--- src/rtl/pxro_pkg.sv ---
package pxro_pkg;
    typedef enum logic [1:0] {
        SQ_IDLE  = 2'd0,
        SQ_SHIFT = 2'd1,
        SQ_DONE  = 2'd2
    } seq_e;
endpackage

--- src/rtl/pxro_cell.sv ---
module pxro_cell #(
    parameter int TS_W = 5
) (
    input  logic            clk,
    input  logic            rst_n,
    input  logic            clr,
    input  logic            rec_en,
    input  logic            hit,
    input  logic [TS_W-1:0] ts_in,
    input  logic            pop,
    output logic            pend_o,
    output logic            has2_o,
    output logic [TS_W-1:0] ts_old_o,
    output logic [TS_W-1:0] ts_new_o
);
    typedef struct packed {
        logic [1:0]      cnt;
        logic [TS_W-1:0] t0;
        logic [TS_W-1:0] t1;
    } cell_t;

    cell_t cell_d, cell_q;

    always_comb begin
        cell_d = cell_q;
        if (clr) begin
            cell_d.cnt = 2'd0;
        end else if (pop) begin
            if (cell_q.cnt == 2'd2) begin
                cell_d.cnt = 2'd1;
                cell_d.t0  = cell_q.t1;
            end else begin
                cell_d.cnt = 2'd0;
            end
        end else if (rec_en && hit) begin
            if (cell_q.cnt == 2'd0) begin
                cell_d.t0  = ts_in;
                cell_d.cnt = 2'd1;
            end else if (cell_q.cnt == 2'd1) begin
                cell_d.t1  = ts_in;
                cell_d.cnt = 2'd2;
            end
        end
    end

    always_ff @(posedge clk or negedge rst_n) begin
        if (!rst_n) cell_q <= '0;
        else        cell_q <= cell_d;
    end

    assign pend_o   = (cell_q.cnt != 2'd0);
    assign has2_o   = (cell_q.cnt == 2'd2);
    assign ts_old_o = cell_q.t0;
    assign ts_new_o = cell_q.t1;


    cnt_max_chk: assert property (@(posedge clk) disable iff (!rst_n)
        cell_q.cnt <= 2'd2);

    full_hold_chk: assert property (@(posedge clk) disable iff (!rst_n)
        (cell_q.cnt == 2'd2 && !pop && !clr) |=> (cell_q.cnt == 2'd2));

    idle_hold_chk: assert property (@(posedge clk) disable iff (!rst_n)
        (!rec_en && !pop && !clr) |=> $stable(cell_q));

    pop_pending_chk: assert property (@(posedge clk) disable iff (!rst_n)
        pop |-> (cell_q.cnt != 2'd0));
endmodule

--- src/rtl/pxro_chain.sv ---
module pxro_chain #(
    parameter  int N  = 16,
    localparam int IW = (N > 1) ? $clog2(N) : 1
) (
    input  logic [N-1:0]  req,
    output logic [N-1:0]  gnt,
    output logic [IW-1:0] idx,
    output logic          any
);
    logic [N:0] blk;
    assign blk[0] = 1'b0;

    for (genvar g = 0; g < N; g++) begin : g_link
        assign gnt[g]   = req[g] & ~blk[g];
        assign blk[g+1] = blk[g] | req[g];
    end

    assign any = blk[N];

    always_comb begin
        idx = '0;
        for (int i = 0; i < N; i++) begin
            if (gnt[i]) idx = IW'(i);
        end
    end


    always_comb begin
        gnt_onehot_chk: assert ($onehot0(gnt));
    end
endmodule

--- src/rtl/pxro_top.sv ---
module pxro_top
    import pxro_pkg::*;
#(
    parameter  int COLS   = 4,
    parameter  int ROWS   = 4,
    parameter  int TS_W   = 5,
    parameter  int ADDR_W = 8,
    parameter  int WORD_W = 24,
    localparam int NPIX   = COLS * ROWS
) (
    input  logic            clk,
    input  logic            rst_n,
    input  logic            master_rst,
    input  logic            phase_rd,
    input  logic            token_in,
    input  logic [NPIX-1:0] hit_i,
    input  logic [NPIX-1:0] kill_i,
    output logic            data_out,
    output logic            token_out
);
    localparam int IW    = (NPIX > 1) ? $clog2(NPIX) : 1;
    localparam int BIT_W = $clog2(WORD_W);
    localparam int PAD_W = WORD_W - 2 * ADDR_W - TS_W;

    typedef struct packed {
        seq_e              st;
        logic              tin;
        logic [TS_W-1:0]   ts;
        logic [BIT_W-1:0]  bitc;
        logic [WORD_W-1:0] sh;
    } seq_t;

    seq_t q, d;
    logic [NPIX-1:0] pop, pend, has2, req_a, req_b, gnt_a, gnt_b;
    logic [TS_W-1:0] ts_old [NPIX];
    logic [TS_W-1:0] ts_new [NPIX];
    logic [IW-1:0]   idx_a, idx_b;
    logic            any_a, any_b;

    function automatic logic [WORD_W-1:0] mk_word(input logic [IW-1:0] p,
                                                  input logic [TS_W-1:0] t);
        mk_word = {ADDR_W'(int'(p) % COLS), ADDR_W'(int'(p) / COLS), t, PAD_W'(0)};
    endfunction

    for (genvar g = 0; g < NPIX; g++) begin : g_cell
        pxro_cell #(.TS_W(TS_W)) u_cell (
            .clk      (clk),
            .rst_n    (rst_n),
            .clr      (master_rst),
            .rec_en   (!phase_rd && !kill_i[g]),
            .hit      (hit_i[g]),
            .ts_in    (q.ts),
            .pop      (pop[g]),
            .pend_o   (pend[g]),
            .has2_o   (has2[g]),
            .ts_old_o (ts_old[g]),
            .ts_new_o (ts_new[g])
        );
    end

    assign req_a = pend & ~kill_i;
    assign req_b = req_a & ~gnt_a;

    pxro_chain #(.N(NPIX)) u_chain_now (
        .req (req_a), .gnt (gnt_a), .idx (idx_a), .any (any_a)
    );
    pxro_chain #(.N(NPIX)) u_chain_next (
        .req (req_b), .gnt (gnt_b), .idx (idx_b), .any (any_b)
    );

    always_comb begin
        d     = q;
        pop   = '0;
        d.tin = token_in;
        if (!phase_rd) d.ts = q.ts + TS_W'(1);
        case (q.st)
            SQ_IDLE: begin
                if (phase_rd && token_in && !q.tin) begin
                    if (any_a) begin
                        d.sh   = mk_word(idx_a, ts_old[idx_a]);
                        d.bitc = '0;
                        d.st   = SQ_SHIFT;
                    end else begin
                        d.st = SQ_DONE;
                    end
                end
            end
            SQ_SHIFT: begin
                if (q.bitc == BIT_W'(WORD_W - 1)) begin
                    pop    = gnt_a;
                    d.bitc = '0;
                    if (has2[idx_a]) begin
                        d.sh = mk_word(idx_a, ts_new[idx_a]);
                    end else if (any_b) begin
                        d.sh = mk_word(idx_b, ts_old[idx_b]);
                    end else begin
                        d.st = SQ_DONE;
                    end
                end else begin
                    d.sh   = {q.sh[WORD_W-2:0], 1'b0};
                    d.bitc = q.bitc + BIT_W'(1);
                end
            end
            SQ_DONE: begin
                if (!token_in) d.st = SQ_IDLE;
            end
            default: d.st = SQ_IDLE;
        endcase
        if (!phase_rd || master_rst) begin
            d.st = SQ_IDLE;
            pop  = '0;
        end
    end

    always_ff @(posedge clk or negedge rst_n) begin
        if (!rst_n) begin
            q    <= '0;
            q.st <= SQ_IDLE;
        end else begin
            q <= d;
        end
    end

    assign data_out  = (q.st == SQ_SHIFT) && q.sh[WORD_W-1];
    assign token_out = (q.st == SQ_DONE);


    tok_phase_chk: assert property (@(posedge clk) disable iff (!rst_n)
        !phase_rd |=> !token_out);

    mrst_clear_chk: assert property (@(posedge clk) disable iff (!rst_n)
        master_rst |=> (pend == '0));

    shift_has_src_chk: assert property (@(posedge clk) disable iff (!rst_n)
        (q.st == SQ_SHIFT) |-> (req_a != '0));

    no_rec_read_chk: assert property (@(posedge clk) disable iff (!rst_n)
        (phase_rd && (q.st != SQ_SHIFT || q.bitc != BIT_W'(WORD_W - 1)) && !master_rst)
        |=> $stable(pend));
endmodule

--- config.mk ---
export PLATFORM = sky130hd
export DESIGN_NAME = pxro_top
export DESIGN_NICKNAME = d
export VERILOG_FILES = /design/src/rtl/pxro_pkg.sv /design/src/rtl/pxro_cell.sv /design/src/rtl/pxro_chain.sv /design/src/rtl/pxro_top.sv
export SDC_FILE = /design/constraint.sdc
export NUM_CORES = 1
export LEC_CHECK = 0
export BUFFER_PORTS_ARGS = -buffer_cell sky130_fd_sc_hd__clkbuf_2
export CORE_ASPECT_RATIO = 0.7
export CORE_MARGIN = 10
export CORE_UTILIZATION = 48
export CTS_BUF_LIST = sky130_fd_sc_hd__clkbuf_4 sky130_fd_sc_hd__clkbuf_8
export CTS_CLUSTER_DIAMETER = 30
export DETAILED_ROUTE_END_ITERATION = 10
export RECOVER_POWER = 25
export SYNTH_ARGS = -nofsm -noshare
export SYNTH_HDL_FRONTEND = slang
export SYNTH_SLANG_ARGS = --single-unit
--- constraint.sdc ---
create_clock -name clk -period 4.3 [get_ports clk]
set_input_delay 0.645 -clock clk [delete_from_list [all_inputs] [get_ports clk]]
set_output_delay 0.645 -clock clk [all_outputs]
set_load 0.02 [all_outputs]
Word level (Yosys, flattened, before mapping)

Index checks and enable logic that the tools add are counted.
W data, S select, Z words.

Bits in registers: 229
Input port bits: 37
Output and inout bits: 2
Word-level logic and storage cells: 667

Add/sub/neg operators: 2
$lt $le $gt $ge: 3
Eq/ne operators: 59
Mux-type cells: 218
Bitwise gates (word level): 129
Reduce and logical (&&, ||, !) cells: 203

Operators by type and width:

| kind                 | count |
|---|---|
| $mux W5              | 70 |
| $mux W12             | 16 |
| $mux W4              | 28 |
| $mux W7              | 16 |
| $mux W2              | 55 |
| $reduce_bool A2 Y1   | 49 |
| $mux W29             | 3 |
| $reduce_and A5 Y1    | 17 |
| $reduce_and A4 Y1    | 17 |
| $reduce_bool A4 Y1   | 16 |
| $not A1 Y1           | 63 |
| $bmux W5 S4          | 3 |
| $pmux W29 S2         | 1 |
| $mux W16             | 3 |
| $mux W24             | 2 |
| $reduce_bool A3 Y1   | 16 |
| $logic_and A1 B1 Y1  | 35 |
| $eq A2 B1 Y1 const B | 17 |
| $eq A2 B2 Y1 const B | 17 |
| $logic_not A2 Y1     | 17 |
| $and A16 B16 Y16     | 2 |
| $ne A2 B1 Y1 const B | 16 |
| $not A16 Y16         | 2 |
| $reduce_and A2 Y1    | 16 |
| other kinds (17)     | 117 |

Depth between registers and ports, before layout

Gate-level depths: netlist of the first run.

Depth in word-level cells: 45
Gate-level depth with buffers: 17

Cells and area by module

From an unflattened synthesis of the first run, not the netlist that was laid out.

Cells, all modules: 1,317
Area, all modules: 14,940.6 um^2

Modules (own cells, without submodules):

| module     | instances | cells each | area each (um^2) |
|---|---|---|---|
| pxro_cell  | 16        | 53         | 636.9 |
| pxro_top   | 1         | 369        | 4,085.2 |
| pxro_chain | 2         | 50         | 332.8 |

Worst setup path after synthesis of the first run

Ideal clock, no wire load.

Kind: in2reg
Start: in kill_i[0]
End: reg q[7] (netlist bit)
Library setup time: 131 ps
Arrival time: 3,357 ps
Setup slack: 811 ps
Stages: 12
Cells stage by stage: o21bai_1 -> nand2_2 -> or3_1 -> buf_6 -> o22ai_2 -> buf_6 -> buf_6 -> mux4_2 -> a221oi_1 -> o21ai_0 -> mux2_1 -> or3_1

Cells in the longest elaborated chain, start to end: 31

Ends and longest elaborated chain:

| what                                              | RTL line                           | RTL |
|---|---|---|
| start, declared                                   | pxro_top.sv:17                     | `input logic [NPIX-1:0] kill_i,` |
| $not A16 Y16 *                                    | pxro_top.sv:61                     | `assign req_a = pend & ~kill_i;` |
| $and A16 B16 Y16 *                                | pxro_top.sv:61                     |  |
| $or A1 B1 Y1 / $not A1 Y1 (equally long branches) | pxro_chain.sv:15, pxro_chain.sv:14 |  |
| $or A1 B1 Y1 (tied with other cells) (6 in a row) | pxro_chain.sv:15                   | `assign blk[g+1] = blk[g] \| req[g];` |
| $not A1 Y1 (tied with other cells)                | pxro_chain.sv:14                   | `assign gnt[g] = req[g] & ~blk[g];` |
| $and A1 B1 Y1 (tied with other cells)             | pxro_chain.sv:14                   |  |
| $not A16 Y16 (tied with other cells)              | pxro_top.sv:62                     | `assign req_b = req_a & ~gnt_a;` |
| $and A16 B16 Y16 (tied with other cells)          | pxro_top.sv:62                     |  |
| [9 not listed]                                    | --                                 |  |
| $mux W4                                           | pxro_chain.sv:23                   | `if (gnt[i]) idx = IW'(i);` |
| $not A4 Y5 (not written as such)                  | pxro_top.sv:95                     | `d.sh = mk_word(idx_b, ts_old[idx_b]);` |
| $bmux W5 S4                                       | pxro_top.sv:95                     |  |
| $mux W5 (not written as such) (2 in a row)        | pxro_top.sv:95                     |  |
| $mux W24                                          | pxro_top.sv:94                     | `end else if (any_b) begin` |
| $mux W24                                          | pxro_top.sv:92                     | `if (has2[idx_a]) begin` |
| $mux W29                                          | pxro_top.sv:89                     | `if (q.bitc == BIT_W'(WORD_W - 1)) begin` |
| $pmux W29 S2                                      | pxro_top.sv:76                     | `case (q.st)` |
| end, declared                                     | pxro_top.sv:33                     | `seq_t q, d;` |

Mark *: on every way between the ends. The rest lies on a longest branch, timed or not. The select of a mux whose other input is x is not followed.
A chain may end at the register's enable or synchronous reset.

Worst setup path in the final report of the first run

Start: reg g_cell[7].u_cell.cell_q[10] (netlist bit)
End: reg q[7] (netlist bit)

Cells in the longest elaborated chain, start to end: 25

Ends and longest elaborated chain:

| what                                              | RTL line                           | RTL |
|---|---|---|
| start, declared                                   | pxro_cell.sv:22                    | `cell_t cell_d, cell_q;` |
| start signal, assigned                            | pxro_cell.sv:48                    | `else cell_q <= cell_d;` |
| $reduce_bool A2 Y1                                | pxro_cell.sv:51                    | `assign pend_o = (cell_q.cnt != 2'd0);` |
| $and A16 B16 Y16                                  | pxro_top.sv:61                     |  |
| $or A1 B1 Y1                                      | pxro_chain.sv:15                   |  |
| $or A1 B1 Y1 / $not A1 Y1 (equally long branches) | pxro_chain.sv:15, pxro_chain.sv:14 |  |
| $or A1 B1 Y1 (tied with other cells) (3 in a row) | pxro_chain.sv:15                   |  |
| $not A1 Y1 (tied with other cells)                | pxro_chain.sv:14                   |  |
| $and A1 B1 Y1 (tied with other cells)             | pxro_chain.sv:14                   |  |
| $not A16 Y16 (tied with other cells)              | pxro_top.sv:62                     |  |
| [6 not listed]                                    | --                                 |  |
| $mux W4                                           | pxro_chain.sv:23                   |  |
| $not A4 Y5 (not written as such)                  | pxro_top.sv:95                     |  |
| $bmux W5 S4                                       | pxro_top.sv:95                     |  |
| $mux W5 (not written as such) (2 in a row)        | pxro_top.sv:95                     |  |
| $mux W24                                          | pxro_top.sv:94                     |  |
| $mux W24                                          | pxro_top.sv:92                     |  |
| $mux W29                                          | pxro_top.sv:89                     |  |
| $pmux W29 S2                                      | pxro_top.sv:76                     |  |

Several ways; a longest one is shown, not always the timed one. The select of a mux whose other input is x is not followed.

==> results.py, run 1 <==
metrics = {
    "yosys": {
        "yosysWarningCount": 0,
        "synth_area_per_cell_um2": 9.16,
        "synth_area_um2": 13600,
        "synth_ff_type": "dfrtp_1",
        "syn_inst": 1483,
        "yosysUniqueCellTypes": 79,
        "yosysSeqAreaShare": 0.416,
        "synth_nets": 1522,
        "ys_ff_latch": 226,
        "synthArstFlopShare": 1.00,
        "synth-edff-count": 0,
    },
    "setup_path": {
        "cp_max_fo": 43,
        "crit_chain": "o21bai_2 -> nand4_4 -> or3_1 -> o22ai_4 -> buf_12 -> mux2i_1 -> mux2i_1 -> a221oi_1 -> a31o_2 -> mux2_1 -> or3_1",
        "cp.required_ps": 4760,
        "crit_family": "compound AO/OA/AOI/OAI gates",
        "crit_arrival_ps": 4390,
        "crit_path_max_incr_delay_ps": 470,
        "r2r-end": "q[7]",
        "crit_path_end_kind": "register",
        "worstSetupStartpointType": "register",
        "worst_path_max_delay_cell": "dfrtp_1",
        "cp.depth": 11,
        "crit-reg2reg-launch": "g_cell[7].u_cell.cell_q[10]",
        "crit_buf_inv": 1,
        "worstSetupPathType": "reg -> reg",
        "ff2ff_path_depth": 11,
        "reg2reg_setup_slack_ps": 370,
    },
    "floorplan": {
        "dieHeight_um": 161,
        "core_um2": 27800,
        "dieArea_um2": 35500,
        "die_w_um": 221,
        "io_pins": 39,
        "start_util": 0.488,
        "rows": 51,
    },
    "clocking": {
        "cts.repair.resized": 0,
        "cts_setup_buffers": 0,
        "htree_levels": 2,
        "cts.path.max_buffers": 3,
        "cts.sinks": 226,
        "cts_tree": "yes",
        "cts_buffers": 48,
        "clock_latency_ps": 590,
        "postCtsHoldBufs": 0,
        "cts-root-buf": "clkbuf_8",
        "clk_pin_slew_ps": 60,
    },
    "route": {
        "first_pass_iters": 5,
        "vias_per_cell": 6.34,
        "final_antenna_net_count": 0,
        "drc_errors": 0,
        "via_count": 12400,
        "drt_iter0_drc": 1532,
        "wl_per_cell_um": 24.6,
        "totalWireLength_um": 48100,
    },
    "grt": {
        "grt_pass1_wl_um": 73600,
        "grt.total_usage": 0.264,
        "grt_max_degree": 102,
        "antenna_found_initial": 0,
        "grt-ovfl-total": 0,
        "grt_pass1_vias": 11600,
    },
    "sta": {
        "fin_ws_ps": 372,
        "worst_clock_skew_ps": 25.8,
        "fin_crit_sh": 0.914,
        "max_clock_freq_mhz": 255,
        "hold_viol": 0,
        "finalCriticalPeriod_ps": 3930,
        "setup_tns_ps": 0,
        "setup_violations": 0,
        "slew_viol_final": 163,
        "tightest_slew_ps": 2650,
        "relSlewSlack": -0.768,
        "rsz0062_at_grt": "false",
    },
    "hold_path": {
        "hp-class": "in -> reg",
        "hold_start": "token_in",
        "min_path_cells": 1,
        "holdPathEnd": "q[34]",
    },
    "cells_and_area": {
        "layout_common_cells": "dfrtp_1 (226), nand2_1 (173), nor2_1 (153)",
        "area_delta_synth_final_pct": 14.5,
        "num_antenna_cells": 0,
        "layout_commonest_cell": "dfrtp_1",
        "layout-drive-gt1-share": 0.217,
        "final_nets": 1589,
    },
    "outcome": {
        "status": "complete, but fails checks",
        "failed_checks": "max-capacitance violations, max-slew violations",
    },
    "place": {
        "dp_slack_ps": 302,
        "dp.final_hpwl_um": 35700,
        "numPortBuffers": 38,
        "routabilityCongestion": 1.00,
    },
    "power": {
        "p_per_area_nw_per_um2": 494,
        "leakagePower_nw": 6.68,
        "ir_worst_vdd_uv": 466,
    },
    "job": {
        "drv_cap": 2,
    },
}
-- cell type report --
cell class / count / area [µm²]
Fill cell: 2532 / 12300
Clock buffer: 64 / 831
Sequential cell: 226 / 5660
Timing Repair Buffer: 125 / 890
Inverter: 10 / 37.5
Tap cell: 371 / 464
Clock inverter: 19 / 250
Multi-Input combinational cell: 1139 / 7430
-- per-layer routing --
metal | vias up | track usage | routed length (µm)
met1 | 6116 | 0.392 | 22500
met2 | 588 | 0.380 | 20200
met5 | - | 0 | 0
met4 | 0 | 0.0730 | 1090
li1 | 5619 | - | -
met3 | 68 | 0.0482 | 4350
-- worst max-delay path by stage --
| stage | from | end | slack (ps) |
|---|---|---|---|
| final | g_cell[7].u_cell.cell_q[10] | q[7] | 370 |
| after floorplan | kill_i[0] | q[7] | 810 |
| after CTS | g_cell[7].u_cell.cell_q[10] | q[7] | 450 |
| after global routing | g_cell[7].u_cell.cell_q[10] | q[6] | 150 |
| after global placement | kill_i[4] | q[7] | 320 |
| after detailed placement | kill_i[4] | q[7] | 300 |
-- cell usage after synthesis (all sizes together) (19+ instances only) --
cell | n | area [µm²]
a31oi | 28 | 188
clkbuf | 74 | 278
a211oi | 53 | 398
mux2 | 85 | 957
buf | 34 | 218
o21ai | 53 | 265
dfrtp | 226 | 5660
nand2 | 174 | 656
nor2 | 154 | 581
a21oi | 122 | 614
nor2b | 22 | 138
nor3 | 32 | 180
and2 | 44 | 278
nand3 | 19 | 95.1
mux2i | 35 | 350
a22oi | 83 | 623
-- logic make-up (layout without fill, tap and decap cells) --
group,Yosys count,count (layout),share of synthesized area
adders and majority gates,4,4,0.00332
muxes,125,125,0.105
and+or+nand+nor,522,522,0.185
DFF,226,226,0.416
xor gates and xnor gates,14,14,0.00903
buffers and inverters,118,218,0.0392
AOI/OAI and AO/OA,474,474,0.242
-- per-stage QoR --
step                       util  total power [mW]  std cells  hold WS, ps  instance area [µm²]
after floorplan               -              4.18       1483          349                13600
after global placement    0.521              5.00       1871          467                14500
after detailed placement  0.521              5.02       1871          478                14500
after CTS                 0.560              7.65       1954          104                15600
after global routing      0.559              8.03       1954          221                15600
final                     0.559              7.69       1954          227                15600
-- flip-flops by register name, summed over array words and instances, names as in the netlist --
signal	count
g_cell.u_cell.ts_new_o	80
g_cell.u_cell.ts_old_o	80
q	34
g_cell.u_cell.cell_q	32
-- worst reg2reg max path, cell delays in order, from the launching register on --
cell	delay, ps
dfrtp_1	470
o21bai_2	420
nand4_4	210
or3_1	420
o22ai_4	220
buf_12	270
mux2i_1	280
mux2i_1	140
a221oi_1	420
a31o_2	310
mux2_1	330
or3_1	320
-- where the power goes --
part	switching, mW	internal (mW)
registers	0.454	2.51
logic	1.30	0.799
clock network	1.05	1.57
Power figures use the tool's default switching activity.
==> run 2: changes to the inputs <==
Settings changed: CAP_MARGIN set to 20, CELL_PAD_IN_SITES_DETAIL_PLACEMENT set to 1, CELL_PAD_IN_SITES_GLOBAL_PLACEMENT set to 1, PLACE_DENSITY_LB_ADDON set to 0.1.
==> run 2 against run 1 <==
  * The run still ends with max-capacitance violations, max-slew violations left
  * Clock power increased by 5%
  * Non-clock buffer count fell by 5
  * Global-route usage rose by 3.0 points
  * Core utilization is 0.090 points higher
  * Worst setup slack worse by 69 ps
  * Largest cell class unchanged
==> results.py, run 2 (synthesized netlist as in run 1, its figures left out) <==
metrics = {
    "setup_path": {
        "worstSetupEndpoint": "q[5]",
        "reg2reg_setup_slack_ps": 300,
        "crit-reg2reg-launch": "g_cell[7].u_cell.cell_q[11]",
        "worstSetupPathType": "reg -> reg",
        "ff2ff_path_depth": 13,
        "startpoint": "g_cell[7].u_cell.cell_q[11]",
        "crit_path_end_kind": "register",
        "worstSetupStartpointType": "register",
        "cp_max_fo": 14,
        "cp.required_ps": 4760,
        "r2r-end": "q[5]",
        "crit_arrival_ps": 4460,
    },
    "place": {
        "dp.final_hpwl_um": 40100,
        "place_inst": 1862,
        "routabilityCongestion": 0.969,
        "numPortBuffers": 38,
        "placed_area_um2": 14400,
    },
    "floorplan": {
        "io_pins": 39,
        "core_um2": 27800,
        "start_util": 0.488,
        "dieArea_um2": 35500,
        "rows": 51,
        "dieHeight_um": 161,
        "die_w_um": 221,
    },
    "grt": {
        "grt.total_usage": 0.294,
        "grt_pass1_vias": 12700,
        "grt_max_degree": 100,
        "grt_pass1_wl_um": 81200,
        "antenna_found_initial": 0,
        "grt-ovfl-total": 0,
    },
    "cells_and_area": {
        "num_antenna_cells": 0,
        "layout_common_cells": "dfrtp_1 (225), nand2_1 (173), nor2_1 (153)",
        "final_cells": 1948,
        "stdcell_area_um2": 15600,
        "final_nets": 1581,
        "layout_commonest_cell": "dfrtp_1",
        "multi_input_area_um2": 7430,
        "final_util": 0.560,
        "area_delta_synth_final_pct": 14.7,
        "seqCellArea_um2": 5660,
        "layout-drive-gt1-share": 0.215,
        "nFillCells": 3172,
    },
    "route": {
        "vias_per_cell": 6.57,
        "totalWireLength_um": 53900,
        "first_pass_iters": 5,
        "final_antenna_net_count": 0,
        "wl_per_cell_um": 27.7,
        "drc_errors": 0,
        "drt_iter0_drc": 1446,
        "via_count": 12800,
    },
    "clocking": {
        "cts.sinks": 226,
        "postCtsHoldBufs": 0,
        "cts-root-buf": "clkbuf_8",
        "cts_tree": "yes",
        "clk_pin_slew_ps": 60,
        "cts_buffers": 45,
        "clock_latency_ps": 600,
        "cts.path.max_buffers": 3,
        "htree_levels": 2,
    },
    "sta": {
        "tightest_slew_ps": 2770,
        "finalCriticalPeriod_ps": 4000,
        "setup_tns_ps": 0,
        "setup_violations": 0,
        "fin_crit_sh": 0.930,
        "max_clock_freq_mhz": 250,
        "relSlewSlack": -0.848,
        "hold_viol": 0,
        "rsz0062_at_grt": "false",
        "worst_clock_skew_ps": 23.9,
        "slew_viol_final": 99,
    },
    "outcome": {
        "failed_checks": "max-capacitance violations, max-slew violations",
        "status": "complete, but fails checks",
    },
    "power": {
        "leakagePower_nw": 6.69,
        "p_per_area_nw_per_um2": 507,
        "power_mw": 7.90,
        "ir_worst_vdd_uv": 620,
    },
    "job": {
        "drv_cap": 1,
    },
    "hold_path": {
        "hp-class": "in -> reg",
        "min_path_cells": 1,
    },
}
-- run 2: layout make-up --
cell class / count / share of cell area
multi-input combinational: 1139 / 0.477
timing repair buffer: 120 / 0.0554
clock buffer: 59 / 0.0497
clock inverter: 23 / 0.0226
sequential: 226 / 0.363
inverter: 10 / 0.00241
tap: 371 / 0.0298
-- run 2: power by group --
| group | internal, mW | total, mW | switching (mW) |
|---|---|---|---|
| clock network | 1.69 | 2.76 | 1.08 |
| logic | 0.789 | 2.06 | 1.27 |
| registers | 2.51 | 3.08 | 0.573 |
| total | 4.98 | 7.90 | 2.92 |
-- run 2: metrics by stage --
stage / setup slack, ps / hold slack [ps]
2_1_floorplan: 811 / 349
5_1_grt: 117 / 202
3_5_place_dp: 30.6 / 476
4_1_cts: 85.7 / 100
3_3_place_gp: 51.7 / 466
6_report: 302 / 218
-- run 2: metal layers --
layer	wire length, µm	part of all wire	up-vias	GRT usage
met5	0	0	-	0
met4	1110	0.021	0	0.0742
met3	4650	0.086	81	0.0651
met2	23200	0.43	568	0.435
met1	24900	0.46	6545	0.423
li1	-	-	5596	-
-- run 2: worst min-delay path by stage --
stage / startpoint / to / slack [ps]
detailed placement: q[16] / q[16] / 480
floorplan: rst_n / g_cell[0].u_cell.cell_q[10] / 350
global placement: q[8] / q[8] / 470
CTS: rst_n / g_cell[14].u_cell.ts_old_o[4] / 100
finish: token_in / q[34] / 220
global route: token_in / q[34] / 200
-- run 2: repair_timing --
item	4_1_cts	5_1_grt
endpoints found under the hold margin	0	0
gates resized for setup	0	1
setup buffers	0	3
setup endpoints to repair	0	8
-- run 2: critical path: stages (launching register included) --
cell	delay, ps
dfrtp_1	450
o21bai_2	440
nand4_4	210
or3_1	420
o22ai_4	280
buf_4	250
buf_4	260
mux4_2	530
nand4b_1	130
o211ai_1	150
a211oi_1	350
a21oi_1	120
a21o_1	180
o31a_1	100
==> run 3: changes to the inputs <==
Settings changed: ABC_AREA set to 1, CORE_MARGIN 10 to 1, GPL_ROUTABILITY_DRIVEN set to 0.
==> run 3 against run 2 <==
  * The run still ends with max-capacitance violations, max-slew violations left
  * Sequential cell count unchanged
  * Worst hold slack got worse by 1.9 ps
  * Final cell count up 24%
  * Via count rose by 13%
  * Die area down 17%
  * Critical path depth up 3
  * Sequential power down 6%
  * Combinational power up 48%
  * Total power increased by 7.7%
  * Core utilization decreased by 0.98 points
  * Clock power fell by 6%
  * Non-clock buffer count is 37 lower
  * Largest power group is now combinational cells
==> results.py, run 3 <==
metrics = {
    "grt": {
        "grt.total_usage": 0.370,
        "grt_pass1_vias": 14400,
        "grt_pass1_wl_um": 83200,
        "grt-ovfl-total": 0,
        "antenna_found_initial": 0,
        "grt_max_degree": 100,
    },
    "yosys": {
        "yosysWarningCount": 0,
        "synth_area_um2": 13800,
        "ys_ff_latch": 226,
        "yosysUniqueCellTypes": 53,
        "yosysSeqAreaShare": 0.409,
        "synth_ff_type": "dfrtp_1",
        "synth_nets": 2013,
        "synth-edff-count": 0,
        "synth_top_area_share": 0.409,
        "yosysMostFrequentCell": "nand2_1",
        "synthTopCellsByArea": "dfrtp_1 (41%), nand2_1 (13%), nand3_1 (11%)",
        "synth_area_per_cell_um2": 7.00,
        "syn_inst": 1974,
        "synth_common_cells": "nand2_1 (468), nand3_1 (299), inv_1 (253), dfrtp_1 (226), nor2_1 (178)",
        "synthArstFlopShare": 1.00,
        "yosys.area.top_type": "dfrtp_1",
    },
    "route": {
        "drt_iter0_drc": 1570,
        "totalWireLength_um": 52900,
        "drc_errors": 0,
        "vias_per_cell": 5.96,
        "wl_per_cell_um": 21.9,
        "via_count": 14400,
        "first_pass_iters": 5,
        "final_antenna_net_count": 0,
    },
    "setup_path": {
        "worst_path_max_delay_cell": "nor3_1",
        "crit_buf_inv": 5,
        "crit-reg2reg-launch": "q[24]",
        "r2r-end": "g_cell[14].u_cell.ts_old_o[0]",
        "worstSetupStartpointType": "register",
        "cp.depth": 16,
        "crit_path_end_kind": "register",
        "startpoint": "q[24]",
        "crit_family": "simple AND/OR/NAND/NOR gates",
        "cp.required_ps": 4770,
        "worstSetupPathType": "reg -> reg",
        "crit_arrival_ps": 4450,
        "ff2ff_path_depth": 16,
        "cp_max_fo": 9,
        "reg2reg_setup_slack_ps": 320,
        "crit_path_max_incr_delay_ps": 730,
        "worstSetupEndpoint": "g_cell[14].u_cell.ts_old_o[0]",
        "crit_chain": "ha_1 -> nand2_1 -> nor2_1 -> inv_1 -> nor2_1 -> inv_1 -> nor2_1 -> inv_1 -> nor2_4 -> clkinv_1 -> nor2_1 -> a21oi_1 -> nor3_1 -> inv_1 -> nand2_1 -> o21ai_0",
    },
    "sta": {
        "worst_clock_skew_ps": 29.9,
        "setup_violations": 0,
        "relSlewSlack": -0.740,
        "finalCriticalPeriod_ps": 3980,
        "slew_viol_final": 160,
        "hold_viol": 0,
        "max_clock_freq_mhz": 251,
        "fin_crit_sh": 0.926,
        "rsz0062_at_grt": "false",
        "setup_tns_ps": 0,
        "tightest_slew_ps": 2610,
    },
    "cells_and_area": {
        "layout_common_cells": "nand2_1 (468), nand3_1 (298), inv_1 (251)",
        "final_nets": 2047,
        "final_util": 0.550,
        "stdcell_area_um2": 15400,
        "num_antenna_cells": 0,
        "layout-drive-gt1-share": 0.119,
        "area_delta_synth_final_pct": 11.7,
        "layout_commonest_cell": "nand2_1",
    },
    "clocking": {
        "clock_latency_ps": 610,
        "cts_tree": "yes",
        "cts_setup_buffers": 0,
        "postCtsHoldBufs": 0,
        "cts.sinks": 226,
        "htree_levels": 2,
        "cts-root-buf": "clkbuf_8",
        "clk_pin_slew_ps": 60,
        "cts_buffers": 45,
        "cts.path.max_buffers": 3,
        "cts.repair.resized": 0,
    },
    "outcome": {
        "status": "complete, but fails checks",
        "failed_checks": "max-capacitance violations, max-slew violations",
    },
    "place": {
        "placed_area_um2": 14400,
        "dp.final_hpwl_um": 38400,
        "numPortBuffers": 38,
    },
    "floorplan": {
        "start_util": 0.492,
        "dieHeight_um": 144,
        "die_w_um": 205,
        "rows": 51,
        "io_pins": 39,
        "dieArea_um2": 29500,
        "core_um2": 28100,
    },
    "power": {
        "power_mw": 8.52,
        "ir_worst_vdd_uv": 312,
        "p_per_area_nw_per_um2": 551,
        "leakagePower_nw": 7.48,
    },
    "job": {
        "drv_cap": 2,
    },
    "hold_path": {
        "hp-class": "in -> reg",
        "hold_start": "token_in",
    },
}
## run 3: how the worst min path moves through the flow
stage / cells after the start / to
finish: 1 / q[34]
global route: 1 / q[34]
CTS: 1 / q[5]
detailed placement: 2 / g_cell[3].u_cell.cell_q[11]
global placement: 2 / g_cell[3].u_cell.cell_q[11]
floorplan: 0 / g_cell[0].u_cell.cell_q[10]
## run 3: final cells by class
type,count,area [µm²]
clock inverter,21,280
multi-input combinational,1389,6720
tap,371,464
fill,3700,12600
sequential,226,5660
timing repair buffer,83,562
inverter,263,990
clock buffer,60,776
## run 3: cell families after synthesis
family / share of synthesized area
muxes: 0.00489
xor gates and xnor gates: 0.00317
and+or+nand+nor: 0.329
AOI/OAI and AO/OA: 0.147
DFF: 0.409
adders and majority gates: 0.00181
buffers and inverters: 0.106
## run 3: layer usage
layer	vias up	part of all wire	global-route usage
met4	0	0.028	0.124
met3	103	0.092	0.0811
met5	-	0	0
li1	6555	-	-
met2	621	0.41	0.530
met1	7114	0.47	0.548
## run 3: power breakdown
part,switching [mW],total [mW],internal (mW)
sequential,0.301,2.89,2.58
combinational,2.17,3.04,0.863
clock,1.04,2.59,1.55
## run 3: stage by stage
step | hold slack, ps | setup WS [ps] | std cells
after floorplan | 349 | 1340 | 1974
after global placement | 456 | 514 | 2332
after detailed placement | 467 | 341 | 2332
after CTS | 139 | 448 | 2413
after global routing | 205 | 7.55 | 2413
final | 216 | 319 | 2413
